===== src/rtl/sram_ctrl_pkg.sv =====
package sram_ctrl_pkg;

  typedef enum logic [2:0] {
    ST_IDLE,
    ST_TURN,
    ST_RD,
    ST_WR_HZ,
    ST_WR_DRV
  } seq_state_e;

  function automatic int unsigned max_u(input int unsigned a, input int unsigned b);
    return (a > b) ? a : b;
  endfunction

endpackage


===== src/rtl/sram_bank_decode.sv =====
module sram_bank_decode #(
  parameter int unsigned BANK_W    = 1,
  parameter int unsigned NUM_BANKS = 1 << BANK_W
) (
  input  logic                 clk_i,
  input  logic                 rst_ni,
  input  logic                 sel_act_i,
  input  logic [BANK_W-1:0]    bank_i,
  output logic [NUM_BANKS-1:0] sel_n_o
);

  for (genvar b = 0; b < NUM_BANKS; b++) begin : g_sel
    assign sel_n_o[b] = !(sel_act_i && (bank_i == BANK_W'(b)));

    // no bank may follow another bank's select without an idle cycle
    assert_no_direct_switch_R7: assert property (@(posedge clk_i) disable iff (!rst_ni)
      (!sel_n_o[b] && ($past(~sel_n_o) != '0)) |-> $past(!sel_n_o[b]));
  end

  assert_sel_excl_R2: assert property (@(posedge clk_i) disable iff (!rst_ni)
    $onehot0(~sel_n_o));

endmodule


===== src/rtl/sram_rd_capture.sv =====
module sram_rd_capture #(
  parameter int unsigned DATA_W = 8
) (
  input  logic              clk_i,
  input  logic              rst_ni,
  input  logic              capture_i,
  input  logic [DATA_W-1:0] dq_i,
  output logic              rsp_valid_o,
  output logic [DATA_W-1:0] rsp_rdata_o
);

  always_ff @(posedge clk_i or negedge rst_ni) begin
    if (!rst_ni) begin
      rsp_valid_o <= 1'b0;
      rsp_rdata_o <= '0;
    end else begin
      rsp_valid_o <= capture_i;
      if (capture_i) rsp_rdata_o <= dq_i;
    end
  end

  assert_rsp_single_R3: assert property (@(posedge clk_i) disable iff (!rst_ni)
    rsp_valid_o |=> !rsp_valid_o);

endmodule


===== src/rtl/sram_cycle_seq.sv =====
module sram_cycle_seq
  import sram_ctrl_pkg::*;
#(
  parameter int unsigned ADDR_W   = 20,
  parameter int unsigned BANK_W   = 1,
  parameter int unsigned DATA_W   = 8,
  parameter int unsigned RD_CYC   = 1,
  parameter int unsigned WHZ_CYC  = 1,
  parameter int unsigned DRV_CYC  = 1,
  parameter int unsigned TURN_CYC = 1,
  localparam int unsigned MEM_AW  = ADDR_W - BANK_W,
  localparam int unsigned MAX_CYC = max_u(max_u(RD_CYC, WHZ_CYC), max_u(DRV_CYC, TURN_CYC)),
  localparam int unsigned CNT_W   = $clog2(MAX_CYC + 1)
) (
  input  logic              clk_i,
  input  logic              rst_ni,
  input  logic              req_valid_i,
  input  logic              req_we_i,
  input  logic [ADDR_W-1:0] req_addr_i,
  input  logic [DATA_W-1:0] req_wdata_i,
  output logic              req_ready_o,
  output logic [MEM_AW-1:0] mem_addr_o,
  output logic [BANK_W-1:0] bank_o,
  output logic              sel_act_o,
  output logic              we_n_o,
  output logic              drv_en_o,
  output logic [DATA_W-1:0] drv_data_o,
  output logic              capture_o
);

  seq_state_e       state_q;
  logic [CNT_W-1:0] cnt_q;
  logic             after_rd_q;
  logic             cnt_done;

  assign cnt_done    = (cnt_q == '0);
  assign req_ready_o = (state_q == ST_IDLE);
  assign capture_o   = (state_q == ST_RD) && cnt_done;

  always_ff @(posedge clk_i or negedge rst_ni) begin
    if (!rst_ni) begin
      state_q    <= ST_IDLE;
      cnt_q      <= '0;
      after_rd_q <= 1'b0;
      mem_addr_o <= '0;
      bank_o     <= '0;
      sel_act_o  <= 1'b0;
      we_n_o     <= 1'b1;
      drv_en_o   <= 1'b0;
      drv_data_o <= '0;
    end else begin
      unique case (state_q)
        ST_IDLE: begin
          if (req_valid_i) begin
            mem_addr_o <= req_addr_i[MEM_AW-1:0];
            bank_o     <= req_addr_i[ADDR_W-1:MEM_AW];
            drv_data_o <= req_wdata_i;
            if (!req_we_i) begin
              state_q   <= ST_RD;
              cnt_q     <= CNT_W'(RD_CYC - 1);
              sel_act_o <= 1'b1;
            end else if (after_rd_q) begin
              state_q <= ST_TURN;
              cnt_q   <= CNT_W'(TURN_CYC - 1);
            end else begin
              state_q   <= ST_WR_HZ;
              cnt_q     <= CNT_W'(WHZ_CYC - 1);
              sel_act_o <= 1'b1;
              we_n_o    <= 1'b0;
            end
          end
        end
        ST_TURN: begin
          if (cnt_done) begin
            state_q    <= ST_WR_HZ;
            cnt_q      <= CNT_W'(WHZ_CYC - 1);
            sel_act_o  <= 1'b1;
            we_n_o     <= 1'b0;
            after_rd_q <= 1'b0;
          end else begin
            cnt_q <= cnt_q - 1'b1;
          end
        end
        ST_RD: begin
          if (cnt_done) begin
            state_q    <= ST_IDLE;
            sel_act_o  <= 1'b0;
            after_rd_q <= 1'b1;
          end else begin
            cnt_q <= cnt_q - 1'b1;
          end
        end
        ST_WR_HZ: begin
          after_rd_q <= 1'b0;
          if (cnt_done) begin
            state_q  <= ST_WR_DRV;
            cnt_q    <= CNT_W'(DRV_CYC - 1);
            drv_en_o <= 1'b1;
          end else begin
            cnt_q <= cnt_q - 1'b1;
          end
        end
        ST_WR_DRV: begin
          if (cnt_done) begin
            state_q   <= ST_IDLE;
            sel_act_o <= 1'b0;
            we_n_o    <= 1'b1;
            drv_en_o  <= 1'b0;
          end else begin
            cnt_q <= cnt_q - 1'b1;
          end
        end
        default: state_q <= ST_IDLE;
      endcase
    end
  end

  assert_drv_needs_we_R8: assert property (@(posedge clk_i) disable iff (!rst_ni)
    drv_en_o |-> !we_n_o);

  assert_drv_after_hz_R4: assert property (@(posedge clk_i) disable iff (!rst_ni)
    $rose(drv_en_o) |-> $past(!we_n_o));

  assert_release_with_we_R4: assert property (@(posedge clk_i) disable iff (!rst_ni)
    $rose(we_n_o) |-> $fell(drv_en_o));

  assert_busy_not_ready_R5: assert property (@(posedge clk_i) disable iff (!rst_ni)
    sel_act_o |-> !req_ready_o);

  assert_wdata_stable_R10: assert property (@(posedge clk_i) disable iff (!rst_ni)
    (drv_en_o && $past(drv_en_o)) |-> $stable(drv_data_o));

  initial begin
    assert_cyc_min: assert (RD_CYC >= 1 && WHZ_CYC >= 1 && DRV_CYC >= 1 && TURN_CYC >= 1);
  end

endmodule


===== src/rtl/sram_bank_ctrl.sv =====
module sram_bank_ctrl
  import sram_ctrl_pkg::*;
#(
  parameter int unsigned ADDR_W   = 20,
  parameter int unsigned DATA_W   = 8,
  parameter int unsigned BANK_W   = 1,
  parameter int unsigned RD_CYC   = 1,
  parameter int unsigned WP_CYC   = 1,
  parameter int unsigned DW_CYC   = 1,
  parameter int unsigned WHZ_CYC  = 1,
  parameter int unsigned TURN_CYC = 1,
  localparam int unsigned NUM_BANKS = 1 << BANK_W,
  localparam int unsigned MEM_AW    = ADDR_W - BANK_W,
  localparam int unsigned DRV_CYC   = max_u(DW_CYC, (WP_CYC > WHZ_CYC) ? WP_CYC - WHZ_CYC : 1)
) (
  input  logic                 clk_i,
  input  logic                 rst_ni,
  input  logic                 req_valid_i,
  output logic                 req_ready_o,
  input  logic                 req_we_i,
  input  logic [ADDR_W-1:0]    req_addr_i,
  input  logic [DATA_W-1:0]    req_wdata_i,
  output logic                 rsp_valid_o,
  output logic [DATA_W-1:0]    rsp_rdata_o,
  output logic [MEM_AW-1:0]    sram_addr_o,
  output logic [NUM_BANKS-1:0] sram_sel_n_o,
  output logic                 sram_we_no,
  output logic [DATA_W-1:0]    sram_dq_o,
  output logic                 sram_dq_oe_o,
  input  logic [DATA_W-1:0]    sram_dq_i
);

  logic [BANK_W-1:0] bank;
  logic              sel_act;
  logic              capture;

  sram_cycle_seq #(
    .ADDR_W  (ADDR_W),
    .BANK_W  (BANK_W),
    .DATA_W  (DATA_W),
    .RD_CYC  (RD_CYC),
    .WHZ_CYC (WHZ_CYC),
    .DRV_CYC (DRV_CYC),
    .TURN_CYC(TURN_CYC)
  ) u_seq (
    .clk_i      (clk_i),
    .rst_ni     (rst_ni),
    .req_valid_i(req_valid_i),
    .req_we_i   (req_we_i),
    .req_addr_i (req_addr_i),
    .req_wdata_i(req_wdata_i),
    .req_ready_o(req_ready_o),
    .mem_addr_o (sram_addr_o),
    .bank_o     (bank),
    .sel_act_o  (sel_act),
    .we_n_o     (sram_we_no),
    .drv_en_o   (sram_dq_oe_o),
    .drv_data_o (sram_dq_o),
    .capture_o  (capture)
  );

  sram_bank_decode #(
    .BANK_W   (BANK_W),
    .NUM_BANKS(NUM_BANKS)
  ) u_dec (
    .clk_i    (clk_i),
    .rst_ni   (rst_ni),
    .sel_act_i(sel_act),
    .bank_i   (bank),
    .sel_n_o  (sram_sel_n_o)
  );

  sram_rd_capture #(
    .DATA_W(DATA_W)
  ) u_cap (
    .clk_i      (clk_i),
    .rst_ni     (rst_ni),
    .capture_i  (capture),
    .dq_i       (sram_dq_i),
    .rsp_valid_o(rsp_valid_o),
    .rsp_rdata_o(rsp_rdata_o)
  );

  // a memory driving the bus must never meet our drivers
  assert_no_contention_R8: assert property (@(posedge clk_i) disable iff (!rst_ni)
    ((~sram_sel_n_o != '0) && sram_we_no) |-> !sram_dq_oe_o);

endmodule


===== config.mk =====
export PLATFORM = sky130hd
export DESIGN_NAME = sram_bank_ctrl
export DESIGN_NICKNAME = d
export VERILOG_FILES = /design/src/rtl/sram_ctrl_pkg.sv /design/src/rtl/sram_bank_decode.sv /design/src/rtl/sram_rd_capture.sv /design/src/rtl/sram_cycle_seq.sv /design/src/rtl/sram_bank_ctrl.sv
export SDC_FILE = /design/constraint.sdc
export NUM_CORES = 1
export LEC_CHECK = 0
export BUFFER_PORTS_ARGS = -buffer_cell sky130_fd_sc_hd__buf_2
export CAP_MARGIN = 20
export CORE_UTILIZATION = 30
export DETAILED_ROUTE_END_ITERATION = 10
export GPL_TIMING_DRIVEN = 0
export PLACE_DENSITY_LB_ADDON = 0.05
export RECOVER_POWER = 25
export SLEW_MARGIN = 20
export SYNTH_ARGS = -nofsm -noshare
export SYNTH_HDL_FRONTEND = slang
export SYNTH_HIERARCHICAL = 1
export SYNTH_SLANG_ARGS = --single-unit

===== constraint.sdc =====
create_clock -name clk_i -period 4.7 [get_ports clk_i]
set_input_delay 0.94 -clock clk_i [delete_from_list [all_inputs] [get_ports clk_i]]
set_output_delay 0.94 -clock clk_i [all_outputs]
set_load 0.01 [all_outputs]

==> flow_metrics.tcl <==
set metrics [dict create \
    outcome "complete, but fails checks" \
    violations "max-capacitance violations, max-slew violations" \
    period_needed_ns 2.69 \
    cts_buffer_depth 2 \
    synth_nets 152 \
    synth_simple_gate_area_frac 0.0391 \
    place_ws_ns 2.78 \
    clkLatencyLatePin_ns 0.28 \
    synth_cell_type_count 21 \
    num_vias 1213 \
    cp-end-kind "asynchronous set/reset pin" \
    wl_per_cell_um 13.2 \
    antenna_left 0 \
    met2_length_mm 1.75 \
    grt_start_max_net_pins 45 \
    drtIter0Drc 14 \
    root_buffer "clkbuf_8" \
    viasPerCell 4.41 \
    cap_violations 1 \
    core_area_um2 5960 \
    top_layer_used "met4" \
    hold_path.class "flip-flop to flip-flop" \
    route.detailed.drc 0 \
    min_from "u_seq/drv_data_o[5]$_DFFE_PN0P_" \
    arrival_ns 2.60 \
    synth-xor-area-share 0.00472 \
    area_growth_pct 31.4 \
    grt_overflow_total 0 \
    finalClockSkew_ns 0.00275 \
    pin_count 81 \
    numPortBuffers 80 \
    power_w 0.00176 \
    clock_sinks 44 \
    syn_area_um2 1850 \
    r2r_setup_slack_ns 2.99 \
    drt_wl_total_mm 3.63 \
    dp_cells 267 \
    r2r_start "u_seq/state_q[1]$_DFFE_PN0P_" \
    fmax_ghz 0.372 \
    nFillCells 594 \
    post_cts.repair.setup_buffers 0 \
    fin_nets 239 \
    yosysSeqAreaShare 0.594 \
    avgSynthCellArea_um2 16.6 \
    yosys.area_share.adder 0 \
    worst_pin_slew_ns 2.35 \
    final-hold-violation-count 0 \
    min_to "u_seq/drv_data_o[5]$_DFFE_PN0P_" \
    crit_slowest_cell "clkbuf_1" \
    track_usage 0.120 \
    finalSetupViolCount 0 \
    htree_levels 2 \
    fin_setup_tns_ns 0 \
    die_y_um 80.6 \
    antenna_found_initial 0 \
    synth_compound_area_frac 0.0358 \
    finalMaxSlewViolations 45 \
    cp_slowest_stage_delay_ns 1.65 \
    setup_ws_ns 2.01 \
    grt_pass1_vias 1266 \
    ys_ff_latch 44 \
    drive_gt1_frac 0.640 \
    rsz0062_at_grt "false" \
    routed-wl-met3_um 265 \
    clkTransAtPathRegs_ns 0.07 \
    numCtsBuffers 5 \
    routabilityCongestion 0.646 \
    crit_chain "clkbuf_1" \
    min_path_cells 1 \
    antenna_cells 0 \
    critical_path.top_delay_family "buffers and inverters" \
    path_buf_inv 1 \
    hold_buffers 0 \
    rr_worst_depth 4 \
    cts_tree "built" \
    relSlewSlack -0.566 \
    drtPass1Iterations 3 \
    leakage_nw 1.20 \
    muxShareOfSynthArea 0.275 \
    cp_max_fo 44 \
    path_class "input pin to asynchronous set/reset pin" \
    cp-start-kind "input pin" \
    ir_drop_uv 251 \
    dp_hpwl_mm 2.59 \
    synth_top_family_by_area "multiplexers" \
    grt_pass1_wl_mm 5.84 \
    fin_cells 275 \
    wl_met1_mm 1.56 \
    powerDensity_nw_per_um2 722 \
    r2r-end "u_cap/rsp_rdata_o[7]$_DFFE_PN0P_" \
    cts.repair.resized 0 \
    rows 28 \
    start_util 0.311 \
    worstPathRequired_ns 4.61 \
    fin_crit_sh 0.573 \
    dieArea_um2 6500 \
    die_w_um 80.6 \
    ys_warn_count 6 \
    synth_cells 112 \
]
[stage by stage]
stage                     instance area, um^2   util  hold slack, ns
final                                    2440  0.409           0.505
after global routing                     2440  0.409           0.530
after CTS                                2440  0.409           0.511
after detailed placement                 2350  0.394           0.488
after global placement                   2350  0.394           0.484
after floorplan                          1850      -           0.495
[synthesized netlist by cell type]
master    number  area share
nor3b_1        1      0.0041
xnor2_1        1      0.0047
nand2_1        3      0.0061
dfrtp_1       43        0.58
buf_6          2       0.012
clkbuf_1       2      0.0041
nand2b_1       1      0.0034
inv_1          1      0.0020
o21ai_0        5       0.013
nor3_4         1      0.0088
a21oi_1        5       0.013
and2_4         1      0.0047
nor2b_1        1      0.0034
mux2_4        28        0.23
and3_1         1      0.0034
dfstp_2        1       0.014
o31ai_1        1      0.0041
nor3_1         2      0.0054
mux2_2         8       0.049
buf_12         3       0.032
o311ai_0       1      0.0047
[per-layer routing]
layer,global-route usage,up-vias
li1,-,562
met5,0,-
met3,0.0375,5
met1,0.140,598
met2,0.204,48
met4,0.0482,0
[state kept, by name (all words and copies together) (netlist names)]
signal	count
u_seq/drv_data_o	8
u_seq/mem_addr_o	19
u_cap/rsp_valid_o	1
u_cap/rsp_rdata_o	8
u_seq/we_n_o	1
u_seq/drv_en_o	1
u_seq/bank_o	1
u_seq/state_q	3
u_seq/sel_act_o	1
u_seq/after_rd_q	1
[worst max-delay path by stage]
stage	startpoint	end	slack, ns	cells after the start
after detailed placement	req_valid_i	u_seq/mem_addr_o[10]$_DFFE_PN0P_	2.78	5
after global placement	req_valid_i	u_seq/mem_addr_o[17]$_DFFE_PN0P_	2.79	5
after CTS	u_seq/state_q[2]$_DFFE_PN0P_	req_ready_o	2.59	3
after global routing	rst_ni	u_seq/mem_addr_o[1]$_DFFE_PN0P_	1.48	1
after floorplan	req_valid_i	u_seq/bank_o$_DFFE_PN0P_	2.96	4
final	rst_ni	u_seq/bank_o$_DFFE_PN0P_	2.01	1
[final cells by class]
cell class	count	area, um^2	area share
inverters	1	3.75	0.00154
clock buffers	8	90.1	0.0370
multi-input cells	60	658	0.270
well taps	75	93.8	0.0385
repair buffers	80	398	0.163
flip-flops and latches	44	1100	0.452
plain buffers	7	90.1	0.0370
[report_power, final]
part / total, W / leakage [nW] / internal [W] / switching, W
Combinational: 0.000842 / 0.638 / 0.000490 / 0.000352
Sequential: 0.000681 / 0.517 / 0.000576 / 0.000105
Clock: 0.000235 / 0.0455 / 0.000120 / 0.000115
[kinds of logic after synthesis]
family                    Yosys count
muxes                              36
buffers and inverters               8
AOI/OAI and AO/OA                  12
and+or+nand+nor                    11
xor gates and xnor gates            1
DFF                                44
[placed cells by master (no fill, tap or decap), types with 2 or more instances in the layout]
cell and instances:
nor3_1 2, o21ai_0 5, a21oi_1 5, clkbuf_1 6, mux2_2 8, buf_2 78, buf_12 3, dfrtp_1 43
buf_6 2, clkbuf_8 6, mux2_4 28, nand2_1 3
Note: power is estimated with default switching activity, not from simulation.
